--- src/rtl/sfr_pkg.sv ---
package sfr_pkg;

   // Identifies the router side a flit comes from or goes to.
   typedef enum logic [1:0] {
      P_X = 2'b00,
      P_Y = 2'b01,
      P_L = 2'b10
   } port_e;

   // Packet life cycle inside the router.
   typedef enum logic [2:0] {
      S_IDLE     = 3'd0,
      S_RX_NET   = 3'd1,
      S_INJ_DATA = 3'd2,
      S_INJ_TAIL = 3'd3,
      S_FWD_NET  = 3'd4,
      S_EJ_HEAD  = 3'd5,
      S_EJ_DATA  = 3'd6,
      S_EJ_TAIL  = 3'd7
   } state_e;

endpackage

--- src/rtl/sfr_route.sv ---
module sfr_route
   import sfr_pkg::*;
#(
   parameter int CW       = 1,
   parameter int MY_X     = 0,
   parameter int MY_Y     = 0,
   parameter bit XY_FIRST = 1'b1
) (
   input  logic [CW-1:0] dst_x,
   input  logic [CW-1:0] dst_y,
   output port_e         sel
);
   localparam logic [CW-1:0] OWN_X = CW'(MY_X);
   localparam logic [CW-1:0] OWN_Y = CW'(MY_Y);

   generate
      if (XY_FIRST) begin : g_xy
         always_comb begin
            if (dst_x != OWN_X)      sel = P_X;
            else if (dst_y != OWN_Y) sel = P_Y;
            else                     sel = P_L;
         end
      end else begin : g_yx
         always_comb begin
            if (dst_y != OWN_Y)      sel = P_Y;
            else if (dst_x != OWN_X) sel = P_X;
            else                     sel = P_L;
         end
      end
   endgenerate

endmodule

--- src/rtl/sfr_arb.sv ---
module sfr_arb
   import sfr_pkg::*;
#(
   parameter bit LOCAL_FIRST = 1'b0
) (
   input  logic  x_req,
   input  logic  y_req,
   input  logic  l_req,
   output logic  any,
   output port_e win
);
   assign any = x_req | y_req | l_req;

   generate
      if (LOCAL_FIRST) begin : g_local_first
         always_comb begin
            if (l_req)      win = P_L;
            else if (x_req) win = P_X;
            else if (y_req) win = P_Y;
            else            win = P_X;
         end
      end else begin : g_link_first
         always_comb begin
            if (x_req)      win = P_X;
            else if (y_req) win = P_Y;
            else if (l_req) win = P_L;
            else            win = P_X;
         end
      end
   endgenerate

endmodule

--- src/rtl/sfr_store.sv ---
module sfr_store #(
   parameter int W     = 32,
   parameter int DEPTH = 10,
   parameter int AW    = $clog2(DEPTH)
) (
   input  logic          clk,
   input  logic          rst_n,
   input  logic          we,
   input  logic [AW-1:0] waddr,
   input  logic [W-1:0]  wdata,
   input  logic [AW-1:0] raddr,
   output logic [W-1:0]  rdata
);
   logic [W-1:0] slot [DEPTH];

   always_ff @(posedge clk) begin
      if (we) slot[waddr] <= wdata;
   end

   assign rdata = slot[raddr];

   // a packet never spills past the single-packet store
   p_wr_in_range_r7: assert property (@(posedge clk) disable iff (!rst_n)
      we |-> (int'(waddr) < DEPTH));

endmodule

--- src/rtl/mesh_sf_router.sv ---
module mesh_sf_router
   import sfr_pkg::*;
#(
   parameter int FLIT_W      = 32,
   parameter int CW          = 1,
   parameter int LEN_W       = 4,
   parameter int DATA_MAX    = 8,
   parameter int MY_X        = 0,
   parameter int MY_Y        = 0,
   parameter bit XY_FIRST    = 1'b1,
   parameter bit LOCAL_FIRST = 1'b0
) (
   input  logic              clk,
   input  logic              rst_n,
   input  logic              x_in_valid,
   output logic              x_in_ready,
   input  logic [FLIT_W-1:0] x_in_flit,
   output logic              x_out_valid,
   input  logic              x_out_ready,
   output logic [FLIT_W-1:0] x_out_flit,
   input  logic              y_in_valid,
   output logic              y_in_ready,
   input  logic [FLIT_W-1:0] y_in_flit,
   output logic              y_out_valid,
   input  logic              y_out_ready,
   output logic [FLIT_W-1:0] y_out_flit,
   input  logic              ni_in_valid,
   output logic              ni_in_ready,
   input  logic [FLIT_W-1:0] ni_in_flit,
   output logic              ni_out_valid,
   input  logic              ni_out_ready,
   output logic [FLIT_W-1:0] ni_out_flit,
   output logic              ni_tail_req,
   input  logic              cache_in_valid,
   output logic              cache_in_ready,
   input  logic [FLIT_W-1:0] cache_in_flit,
   output logic              cache_out_valid,
   input  logic              cache_out_ready,
   output logic [FLIT_W-1:0] cache_out_flit
);
   localparam int DEPTH  = DATA_MAX + 2;
   localparam int AW     = $clog2(DEPTH);
   localparam int CNT_LO = 4 * CW;

   // elaboration-time parameter checks
   generate
      if (DATA_MAX < 1 || DATA_MAX >= (1 << LEN_W)) begin : g_bad_len
         $error("DATA_MAX must be at least 1 and fit in LEN_W bits");
      end
      if (FLIT_W < 2 + CNT_LO + LEN_W) begin : g_bad_width
         $error("FLIT_W too narrow for type, coordinates and count");
      end
      if (MY_X >= (1 << CW) || MY_Y >= (1 << CW) || MY_X < 0 || MY_Y < 0) begin : g_bad_coord
         $error("own coordinates do not fit in CW bits");
      end
   endgenerate

   state_e st_q;
   port_e  src_q, dst_q;
   logic [LEN_W-1:0] cnt_q;
   logic [AW-1:0]    wr_q, rd_q;

   logic              arb_any;
   port_e             arb_win;
   port_e             head_route;
   logic [FLIT_W-1:0] head_flit, wdata, rdata;
   logic [LEN_W-1:0]  head_cnt_raw, head_cnt;
   logic [AW-1:0]     last_idx, data_last, waddr;
   logic              in_acc, out_acc, we;
   state_e            send_state;

   // ---------------- head selection and routing ----------------
   sfr_arb #(.LOCAL_FIRST(LOCAL_FIRST)) u_arb (
      .x_req (x_in_valid  && st_q == S_IDLE),
      .y_req (y_in_valid  && st_q == S_IDLE),
      .l_req (ni_in_valid && st_q == S_IDLE),
      .any   (arb_any),
      .win   (arb_win)
   );

   always_comb begin
      case (arb_win)
         P_X:     head_flit = x_in_flit;
         P_Y:     head_flit = y_in_flit;
         default: head_flit = ni_in_flit;
      endcase
   end

   assign head_cnt_raw = head_flit[CNT_LO +: LEN_W];
   assign head_cnt     = (head_cnt_raw > LEN_W'(DATA_MAX)) ? LEN_W'(DATA_MAX) : head_cnt_raw;

   sfr_route #(.CW(CW), .MY_X(MY_X), .MY_Y(MY_Y), .XY_FIRST(XY_FIRST)) u_route (
      .dst_x (head_flit[CW-1:0]),
      .dst_y (head_flit[2*CW-1:CW]),
      .sel   (head_route)
   );

   assign last_idx   = AW'(cnt_q) + AW'(1);
   assign data_last  = AW'(cnt_q);
   assign send_state = (dst_q == P_L) ? S_EJ_HEAD : S_FWD_NET;

   // ---------------- handshake decode ----------------
   always_comb begin
      x_in_ready      = 1'b0;
      y_in_ready      = 1'b0;
      ni_in_ready     = 1'b0;
      cache_in_ready  = 1'b0;
      ni_tail_req     = 1'b0;
      x_out_valid     = 1'b0;
      y_out_valid     = 1'b0;
      ni_out_valid    = 1'b0;
      cache_out_valid = 1'b0;
      case (st_q)
         S_IDLE: begin
            x_in_ready  = arb_any && arb_win == P_X;
            y_in_ready  = arb_any && arb_win == P_Y;
            ni_in_ready = arb_any && arb_win == P_L;
         end
         S_RX_NET: begin
            x_in_ready = (src_q == P_X);
            y_in_ready = (src_q == P_Y);
         end
         S_INJ_DATA: cache_in_ready = 1'b1;
         S_INJ_TAIL: begin
            ni_in_ready = 1'b1;
            ni_tail_req = 1'b1;
         end
         S_FWD_NET: begin
            x_out_valid = (dst_q == P_X);
            y_out_valid = (dst_q == P_Y);
         end
         S_EJ_HEAD, S_EJ_TAIL: ni_out_valid = 1'b1;
         S_EJ_DATA: cache_out_valid = 1'b1;
         default: ;
      endcase
   end

   assign in_acc = (x_in_valid && x_in_ready) || (y_in_valid && y_in_ready) ||
                   (ni_in_valid && ni_in_ready) || (cache_in_valid && cache_in_ready);
   assign out_acc = (x_out_valid && x_out_ready) || (y_out_valid && y_out_ready) ||
                    (ni_out_valid && ni_out_ready) || (cache_out_valid && cache_out_ready);

   always_comb begin
      case (st_q)
         S_IDLE:     wdata = head_flit;
         S_RX_NET:   wdata = (src_q == P_X) ? x_in_flit : y_in_flit;
         S_INJ_DATA: wdata = cache_in_flit;
         default:    wdata = ni_in_flit;
      endcase
   end

   assign we    = in_acc;
   assign waddr = (st_q == S_IDLE) ? '0 : wr_q;

   sfr_store #(.W(FLIT_W), .DEPTH(DEPTH), .AW(AW)) u_store (
      .clk   (clk),
      .rst_n (rst_n),
      .we    (we),
      .waddr (waddr),
      .wdata (wdata),
      .raddr (rd_q),
      .rdata (rdata)
   );

   assign x_out_flit     = rdata;
   assign y_out_flit     = rdata;
   assign ni_out_flit    = rdata;
   assign cache_out_flit = rdata;

   // ---------------- packet sequencer ----------------
   always_ff @(posedge clk or negedge rst_n) begin
      if (!rst_n) begin
         st_q  <= S_IDLE;
         src_q <= P_X;
         dst_q <= P_X;
         cnt_q <= '0;
         wr_q  <= '0;
         rd_q  <= '0;
      end else begin
         case (st_q)
            S_IDLE: if (in_acc) begin
               src_q <= arb_win;
               dst_q <= head_route;
               cnt_q <= head_cnt;
               wr_q  <= AW'(1);
               if (arb_win == P_L)
                  st_q <= (head_cnt == '0) ? S_INJ_TAIL : S_INJ_DATA;
               else
                  st_q <= S_RX_NET;
            end
            S_RX_NET: if (in_acc) begin
               wr_q <= wr_q + AW'(1);
               if (wr_q == last_idx) begin
                  rd_q <= '0;
                  st_q <= send_state;
               end
            end
            S_INJ_DATA: if (in_acc) begin
               wr_q <= wr_q + AW'(1);
               if (wr_q == data_last) st_q <= S_INJ_TAIL;
            end
            S_INJ_TAIL: if (in_acc) begin
               rd_q <= '0;
               st_q <= send_state;
            end
            S_FWD_NET: if (out_acc) begin
               rd_q <= rd_q + AW'(1);
               if (rd_q == last_idx) st_q <= S_IDLE;
            end
            S_EJ_HEAD: if (out_acc) begin
               rd_q <= rd_q + AW'(1);
               st_q <= (cnt_q == '0) ? S_EJ_TAIL : S_EJ_DATA;
            end
            S_EJ_DATA: if (out_acc) begin
               rd_q <= rd_q + AW'(1);
               if (rd_q == data_last) st_q <= S_EJ_TAIL;
            end
            S_EJ_TAIL: if (out_acc) st_q <= S_IDLE;
            default: st_q <= S_IDLE;
         endcase
      end
   end

   // ---------------- properties ----------------
   p_single_ready_r8: assert property (@(posedge clk) disable iff (!rst_n)
      $countones({x_in_ready, y_in_ready, ni_in_ready, cache_in_ready}) <= 1);

   p_no_cut_through_r3: assert property (@(posedge clk) disable iff (!rst_n)
      (x_in_ready || y_in_ready || ni_in_ready || cache_in_ready) |->
      !(x_out_valid || y_out_valid || ni_out_valid || cache_out_valid));

   p_x_hold_r9: assert property (@(posedge clk) disable iff (!rst_n)
      (x_out_valid && !x_out_ready) |=> (x_out_valid && $stable(x_out_flit)));

   p_cache_hold_r9: assert property (@(posedge clk) disable iff (!rst_n)
      (cache_out_valid && !cache_out_ready) |=> (cache_out_valid && $stable(cache_out_flit)));

   p_tail_req_after_payload_r5: assert property (@(posedge clk) disable iff (!rst_n)
      $rose(ni_tail_req) |->
      $past((cache_in_valid && cache_in_ready) || (ni_in_valid && ni_in_ready)));

   p_eject_head_first_r6: assert property (@(posedge clk) disable iff (!rst_n)
      $rose(cache_out_valid) |-> $past(ni_out_valid && ni_out_ready));

endmodule

--- config.mk ---
export PLATFORM = sky130hd
export DESIGN_NAME = mesh_sf_router
export DESIGN_NICKNAME = d
export VERILOG_FILES = /design/src/rtl/sfr_pkg.sv /design/src/rtl/sfr_route.sv /design/src/rtl/sfr_arb.sv /design/src/rtl/sfr_store.sv /design/src/rtl/mesh_sf_router.sv
export SDC_FILE = /design/constraint.sdc
export NUM_CORES = 1
export LEC_CHECK = 0
export BUFFER_PORTS_ARGS = -buffer_cell sky130_fd_sc_hd__buf_2
export CAP_MARGIN = 20
export CORE_MARGIN = 2
export CORE_UTILIZATION = 45
export DETAILED_ROUTE_END_ITERATION = 12
export MAX_ROUTING_LAYER = met4
export PLACE_DENSITY_LB_ADDON = 0.3
export SYNTH_ARGS = -nofsm -noshare
export SYNTH_HDL_FRONTEND = slang
export SYNTH_SLANG_ARGS = --single-unit
export TNS_END_PERCENT = 1
--- constraint.sdc ---
create_clock -name clk -period 6.92 [get_ports clk]
set_input_delay 1.038 -clock clk [delete_from_list [all_inputs] [get_ports clk]]
set_output_delay 1.038 -clock clk [all_outputs]
set_load 0.1 [all_outputs]
Word level (Yosys, flattened, before mapping)
Memory sizes are Yosys's and may differ from the RTL's.
Index checks and enable logic that the tools add are counted.
{"block": "op_classes", "add_sub_neg": 3, "order_cmp": 1, "eq_ne": 30, "muxes": 46, "n_bitwise": 2, "reduce_logical": 35}
{"operator": "32-bit case mux with 3 select lines", "n": 1}
{"operator": "32-bit case mux with 2 select lines", "n": 1}
{"operator": "3-bit two-way mux", "n": 12}
{"operator": "32-bit two-way mux", "n": 1}
{"operator": "4-bit two-way mux", "n": 8}
{"operator": "2-bit inequality test (second input constant)", "n": 12}
{"operator": "3-bit case mux with 8 select lines", "n": 1}
{"operator": "4-bit equality test", "n": 4}
{"operator": "1-bit logical AND", "n": 14}
{"operator": "4-bit by 1-bit adder with 4-bit output (second input constant)", "n": 3}
{"operator": "3-bit equality test (second input constant)", "n": 4}
{"operator": "2-bit two-way mux", "n": 6}
{"operator": "4-bit case mux with 3 select lines", "n": 1}
{"operator": "12-bit AND reduction", "n": 1}
{"operator": "1-bit two-way mux", "n": 11}
{"operator": "4-bit logical NOT", "n": 2}
{"operator": "4-bit case mux with 2 select lines", "n": 1}
{"operator": "2-bit by 1-bit equality test with 1-bit output (second input constant)", "n": 3}
{"operator": "3-bit by 2-bit equality test with 1-bit output (second input constant)", "n": 2}
{"operator": "2-bit logical NOT", "n": 3}
{"operator": "1-bit logical OR", "n": 6}
{"operator": "1-bit case mux with 2 select lines", "n": 3}
{"operator": "5-bit AND reduction", "n": 1}
{"operator": "2-bit equality test (second input constant)", "n": 2}
{"operator": "other kinds (11)", "n": 14}
{"block": "totals", "regBits": 19, "ram_bits": 320, "out_inout_bits": 137, "mem_count": 1}
{"memory": "u_store.slot", "depth": 10, "word_bits": 32, "rd": 1, "rd_ports_with_merged_regs": 0, "write_ports": 1, "line": "sfr_store.sv:14", "text": "logic [W-1:0] slot [DEPTH];"}

Depth between registers and ports, before layout
Gate-level depths: netlist of the first run.
{"block": "logic_depth", "word_depth": 14, "ltp_mapped": 8}

By module
From an unflattened synthesis of the first run, not the netlist that was laid out.
{"block": "hier_totals", "cells_unflattened": 1091, "hier_area_um2": 15740.1}
{"module": "sfr_store", "n_inst": 1, "cells_per_inst": 666, "area_each_um2": 12649.6, "seq_area_each_um2": 9609.2}
{"module": "mesh_sf_router", "n_inst": 1, "cells_per_inst": 420, "area_each_um2": 3052.9, "seq_area_each_um2": 475.5}
{"module": "sfr_arb", "n_inst": 1, "cells_per_inst": 3, "area_each_um2": 20.0, "seq_area_each_um2": 0.0}
{"module": "sfr_route", "n_inst": 1, "cells_per_inst": 2, "area_each_um2": 17.5, "seq_area_each_um2": 0.0}

Worst setup path before layout of the first run
No wires, ideal clock.
{"block": "synth_timing", "path_type": "register -> output", "startpoint": "register st_q[0]", "endpoint": "output port y_out_valid", "arrival_ps": 4068, "required_time_ps": 5882, "setup_slack_ps": 1814, "path_stages_with_launch": 5, "path_buffers": 3, "cell_sequence": "dfrtp_1 buf_4 buf_2 clkbuf_1 nor4b_1"}
{"block": "synth_via", "elab_chain_cells": 2}
{"element": "start: declaration", "line": "mesh_sf_router.sv:58", "text": "state_e st_q;"}
{"element": "start signal: assignment", "line": "mesh_sf_router.sv:187", "text": "st_q <= (head_cnt == '0) ? S_INJ_TAIL : S_INJ_DATA;"}
{"element": "start signal: assignment", "line": "mesh_sf_router.sv:195", "text": "st_q <= send_state;"}
{"element": "start signal: assignment", "line": "mesh_sf_router.sv:204", "text": "st_q <= send_state;"}
{"element": "3-bit equality test", "line": "mesh_sf_router.sv:113", "text": "case (st_q)"}
{"element": "1-bit two-way mux", "line": "mesh_sf_router.sv:113"}
{"element": "end: declaration", "line": "mesh_sf_router.sv:24", "text": "output logic y_out_valid,"}
No other way between the ends.

Final worst setup path of the first run
{"block": "layout_timing", "startpoint": "register rd_q[0]", "endpoint": "output port y_out_flit[24]"}
{"block": "layout_via", "elab_chain_cells": 1}
{"element": "start: declaration", "line": "mesh_sf_router.sv:61", "text": "logic [AW-1:0] wr_q, rd_q;"}
{"element": "start signal: assignment", "line": "mesh_sf_router.sv:207", "text": "rd_q <= rd_q + AW'(1);"}
{"element": "start signal: assignment", "line": "mesh_sf_router.sv:211", "text": "rd_q <= rd_q + AW'(1);"}
{"element": "start signal: assignment", "line": "mesh_sf_router.sv:215", "text": "rd_q <= rd_q + AW'(1);"}
{"element": "memory read 10 x 32 bit"}
{"element": "end: declaration", "line": "mesh_sf_router.sv:26", "text": "output logic [FLIT_W-1:0] y_out_flit,"}
No other way between the ends.

==> impl_metrics.py, run 1 <==
metrics = {
    "placed_design": {
        "placed_cells": 1606,
        "place.gp.congestion": 0.882,
        "post-dp-hpwl_mm": 21.9,
        "io_buffers": 274,
    },
    "synth": {
        "netlist_instances": 1019,
        "seq_area_frac_synth": 0.646,
        "synth.distinct_cells": 76,
        "synth_top_area_frac": 0.616,
        "ys_seq_elements": 339,
        "syn-num-nets": 1161,
        "synth_top_cells_by_count": "320 x edfxtp_1, 99 x buf_4, 64 x mux4_2, 56 x a22oi_1, 45 x nand2_1",
        "synthArstFlopShare": 0.0560,
        "ys_top_cells_by_area": "edfxtp_1 62%, mux4_2 9.2%, buf_4 4.8%, dfrtp_1 3.0%, a22oi_1 2.7%",
        "yosys_warnings": 0,
        "avgSynthCellArea_sq_um": 15.3,
        "syn-cell-area_sq_mm": 0.0156,
        "yosysMostFrequentCell": "edfxtp_1",
        "synth-main-ff-cell": "edfxtp_1",
        "synth-edff-count": 320,
        "yosys.area.top_type": "edfxtp_1",
    },
    "run": {
        "cap_violations": 0,
    },
    "floorplan": {
        "rows": 68,
        "fp.dieW_microns": 190,
        "floorplan.initialDensity": 0.454,
        "die_area_sq_mm": 0.0362,
        "io_pins": 275,
        "core_sq_mm": 0.0344,
        "die_y_microns": 190,
    },
    "critical_path": {
        "startpoint_type": "register",
        "cp-end-kind": "output port",
        "crit_fanout": 52,
        "crit_arrival_ps": 3560,
        "crit_required_ps": 5880,
        "critical_path_class": "reg -> out",
    },
    "timing": {
        "setup_tns_ps": 0,
        "period_needed_ps": 4600,
        "hold_violations": 0,
        "rsz0062_at_grt": "no",
        "holdWs_ps": 482,
        "maxSlewViolCount": 0,
        "period_share": 0.664,
        "fmax_mhz": 218,
        "setup_viol": 0,
        "fin_skew_ps": 22.2,
        "relSlewSlack": 0.308,
        "tightest_slew_ps": 1040,
    },
    "global_routing": {
        "grt_max_degree": 57,
        "grt_usage": 0.203,
        "first_global_vias": 9233,
        "grt-ovfl-total": 0,
        "antenna_found_initial": 0,
        "grt_pass1_wl_mm": 54.3,
    },
    "clock_network": {
        "numCtsBuffers": 35,
        "cts_tree": "yes",
        "cts.sinks": 339,
        "post-cts-setup-buffer-count": 0,
        "cts_resized": 0,
        "clock-root-buffer": "clkbuf_16",
        "clock_path_buffers": 3,
        "worst_skew_pair.late_latency_ps": 500,
        "cts_htree_levels": 2,
        "cts.clk_slew.worst_paths_ps": 60,
        "hold_buffers": 0,
    },
    "cells_and_area": {
        "antenna_cells": 0,
        "drive_gt1_frac": 0.361,
        "finalNonFillerCells": 1665,
        "n_fill_cell": 2848,
        "fin_nets": 1330,
        "synthToLayoutAreaGrowth_pct": 14.0,
    },
    "run_status": {
        "status": "finished clean",
    },
    "drt": {
        "ant_nets": 0,
        "drcViolationCount": 0,
        "drt_wl_total_mm": 35.9,
        "dr.pass1.iters": 5,
        "viasPerCell": 5.69,
        "via_count": 9466,
        "drt-wirelength-per-cell_microns": 21.5,
        "drt_iter0_markers": 723,
    },
    "hold_path": {
        "min_path_type": "in -> async",
    },
}
-- final timing paths --
check	slack, ps	depth (start not counted)	startpoint	to
worst max-delay path	2320	6	rd_q[0]$_DFFE_PN0P_	y_out_flit[24]
worst min-delay path	480	1	rst_n	src_q[1]$_DFFE_PN0P_
worst max register to register	3240	5	st_q[0]$_DFFE_PN0P_	u_store.slot[8][1]$_DFFE_PP_
worst min register to register	570	2	src_q[1]$_DFFE_PN0P_	src_q[1]$_DFFE_PN0P_
max in group asynchronous	6060	1	rst_n	rd_q[0]$_DFFE_PN0P_
min in group clk	570	2	src_q[1]$_DFFE_PN0P_	src_q[1]$_DFFE_PN0P_
-- final cells by class --
cell class,instances,area (sq um),area share
flip-flops and latches,339,10100,0.568
multi-input cells,505,4500,0.253
repair buffers,297,1540,0.0868
clock buffers,41,898,0.0505
well taps,455,569,0.0320
clock inverters,18,139,0.00781
inverters,10,37.5,0.00211
-- cells by family (layout without fill, tap and decap cells) --
family,Yosys count,in the layout,synth area share
DFF,339,339,0.646
AOI/OAI and AO/OA,199,199,0.0915
and+or+nand+nor,189,189,0.0661
buffers and inverters,175,366,0.0689
muxes,98,98,0.114
xor gates and xnor gates,15,15,0.00963
adders and majority gates,4,4,0.00321
-- critical path: stages, from the launching register on --
cell      delay (ps)
dfrtp_4         1090
buf_4            500
mux4_2           540
nor2b_1          140
a211oi_1         280
a21oi_1          150
buf_2            370
-- metrics by stage --
stage	setup WS [ps]	util	instance area, sq um
global route	2030	0.517	17800
finish	2320	0.517	17800
CTS	2190	0.517	17800
floorplan	1810	-	15600
global placement	2730	0.487	16700
detailed placement	2710	0.487	16700
-- cells in the final DEF, fill, tap and decap left out, types with 6 or more instances in the layout --
| cell | count |
|---|---|
| or3_1 | 6 |
| xnor2_1 | 8 |
| nor2_4 | 6 |
| a211oi_1 | 33 |
| edfxtp_1 | 320 |
| a21oi_1 | 44 |
| inv_1 | 9 |
| nor2b_1 | 35 |
| mux2i_1 | 34 |
| nand2_1 | 45 |
| nand2b_1 | 11 |
| nand4_1 | 6 |
| nand3_1 | 15 |
| mux4_2 | 64 |
| dfrtp_1 | 15 |
| buf_4 | 23 |
| nor2_1 | 22 |
| xor2_1 | 6 |
| clkinv_1 | 8 |
| buf_2 | 274 |
| o21ai_0 | 15 |
| clkbuf_1 | 6 |
| a22oi_1 | 56 |
| and3_1 | 8 |
| clkbuf_16 | 35 |
-- state kept, by name, indices dropped and copies added, names as in the netlist --
name          cells
wr_q              4
cnt_q             4
src_q             2
u_store.slot    320
st_q              3
dst_q             2
rd_q              4
-- routing by layer --
metal	share of wire	vias to the layer above	global-route usage	routed length [microns]
li1	-	4254	-	-
met1	0.41	4790	0.268	14900
met2	0.50	362	0.333	17900
met3	0.060	60	0.0262	2150
met4	0.026	0	0.0596	933
met5	0	-	-	0
Power of run 1 is left out: the tool's default activity adds up to more than one toggle a clock period on the data nets, which glitch-free logic cannot reach.
==> inputs of run 2 (changes only) <==
- clock period: 6.92 -> 4.6 ns (I/O delays scaled with it)
==> run 2 against run 1 <==
Die area stayed put. Hold slack lost 340 ps. Design area grew 0.75%. Setup slack lost 1600 ps. Register-to-register slack lost 1900 ps. Via count shrank 0.80%. Largest cell class unchanged. Final cell count grew 0.30%. Flip-flop and latch count unchanged. First-iteration DRC count is 12% higher.
==> impl_metrics.py, run 2 (same netlist as run 1, synthesis figures left out) <==
metrics = {
    "run_status": {
        "status": "finished clean",
    },
    "critical_path": {
        "critical_path_class": "reg -> out",
        "crit_required_ps": 3910,
        "crit_family": "flip-flops",
        "rrSetupSlack_ps": 1300,
        "cpMaxStageDelayCell": "dfrtp_4",
        "worst-r2r-cell-count": 4,
        "max_stage_delay_ps": 880,
        "reg2reg_to": "u_store.slot[2][8]$_DFFE_PP_",
        "crit_arrival_ps": 3170,
        "r2r_start": "st_q[2]$_DFFE_PN0P_",
        "cp-end-kind": "output port",
        "worst-path-stages": 5,
        "worstPathCellList": "buf_4 > mux4_2 > a211oi_1 > a21oi_1 > buf_2",
        "startpoint_type": "register",
        "crit_fanout": 35,
        "worstPathBufferInverterCount": 2,
    },
    "cells_and_area": {
        "fin_nets": 1336,
        "antenna_cells": 0,
        "final_common_cell": "edfxtp_1",
        "drive_gt1_frac": 0.365,
        "top_register": "u_store.slot",
        "largest_register_ffs": 320,
        "most-common-layout-cells": "320 x edfxtp_1, 274 x buf_2, 64 x mux4_2",
        "synthToLayoutAreaGrowth_pct": 14.8,
    },
    "timing": {
        "rsz0062_at_grt": "no",
        "fmax_mhz": 259,
        "tightest_slew_ps": 1010,
        "maxSlewViolCount": 0,
        "period_needed_ps": 3860,
        "setup_viol": 0,
        "period_share": 0.839,
        "relSlewSlack": 0.327,
        "postLayoutSetupSlackWorst_ps": 741,
        "hold_violations": 0,
        "fin_skew_ps": 16.6,
    },
    "placed_design": {
        "io_buffers": 274,
        "dp_slack_ps": 1210,
        "place.gp.congestion": 0.867,
        "post-dp-hpwl_mm": 23.3,
    },
    "drt": {
        "drt_wl_total_mm": 36.2,
        "via_count": 9390,
        "ant_nets": 0,
        "drcViolationCount": 0,
        "viasPerCell": 5.62,
        "dr.pass1.iters": 5,
        "drt_iter0_markers": 811,
        "drt-wirelength-per-cell_microns": 21.7,
    },
    "clock_network": {
        "cts_tree": "yes",
        "worst_skew_pair.late_latency_ps": 510,
        "numCtsBuffers": 34,
        "hold_buffers": 0,
        "clock_path_buffers": 3,
        "cts.sinks": 339,
        "cts.clk_slew.worst_paths_ps": 70,
        "clock-root-buffer": "clkbuf_16",
        "post-cts-setup-buffer-count": 0,
        "cts_htree_levels": 2,
        "cts_resized": 0,
    },
    "floorplan": {
        "rows": 68,
        "die_area_sq_mm": 0.0362,
        "die_y_microns": 190,
        "fp.dieW_microns": 190,
        "floorplan.initialDensity": 0.454,
        "io_pins": 275,
        "core_sq_mm": 0.0344,
    },
    "global_routing": {
        "grt_usage": 0.205,
        "first_global_vias": 9221,
        "grt_pass1_wl_mm": 54.4,
        "grt_max_degree": 50,
        "grt-ovfl-total": 0,
        "antenna_found_initial": 0,
    },
    "hold_path": {
        "min_path_type": "in -> async",
    },
    "run": {
        "cap_violations": 0,
    },
}
## run 2: cell count changes in the layout (fill, tap and decap cells not counted), sizes merged
| cell | previous run | this run |
|---|---|---|
| clkinvlp | 2 | 0 |
| bufinv | 2 | 3 |
| buf | 297 | 304 |
| clkinv | 13 | 12 |
## run 2: cell type report
cell class,count,area [sq um]
inverters,10,37.5
well taps,455,569
multi-input cells,505,4510
fillers,2857,16500
clock buffers,41,898
repair buffers,304,1660
clock inverters,16,150
flip-flops and latches,339,10100
## run 2: stage by stage
step | std cells | TNS (ps) | area (sq um) | util | hold WS [ps]
2_1_floorplan | 1019 | -6760 | 15600 | - | 394
3_3_place_gp | 1613 | 0 | 16900 | 0.491 | 546
3_5_place_dp | 1613 | 0 | 16900 | 0.491 | 546
4_1_cts | 1670 | 0 | 17900 | 0.521 | 139
5_1_grt | 1670 | 0 | 17900 | 0.521 | 162
6_report | 1670 | 0 | 17900 | 0.521 | 145
## run 2: worst max path at each step
stage	from	end	slack, ps
2_1_floorplan	y_in_valid	u_store.slot[9][0]$_DFFE_PP_	-130
3_3_place_gp	rd_q[0]$_DFFE_PN0P_	cache_out_flit[0]	1240
3_5_place_dp	rd_q[0]$_DFFE_PN0P_	y_out_flit[25]	1210
4_1_cts	rd_q[0]$_DFFE_PN0P_	y_out_flit[25]	650
5_1_grt	rd_q[0]$_DFFE_PN0P_	cache_out_flit[25]	540
6_report	rd_q[0]$_DFFE_PN0P_	cache_out_flit[0]	740
## run 2: per-layer routing
metal	track usage	up-vias	wire, microns
li1	-	4263	-
met1	0.271	4789	15500
met2	0.341	290	18300
met3	0.0240	48	1650
met4	0.0513	0	716
met5	-	-	0
Power of run 2 is left out for the same reason.
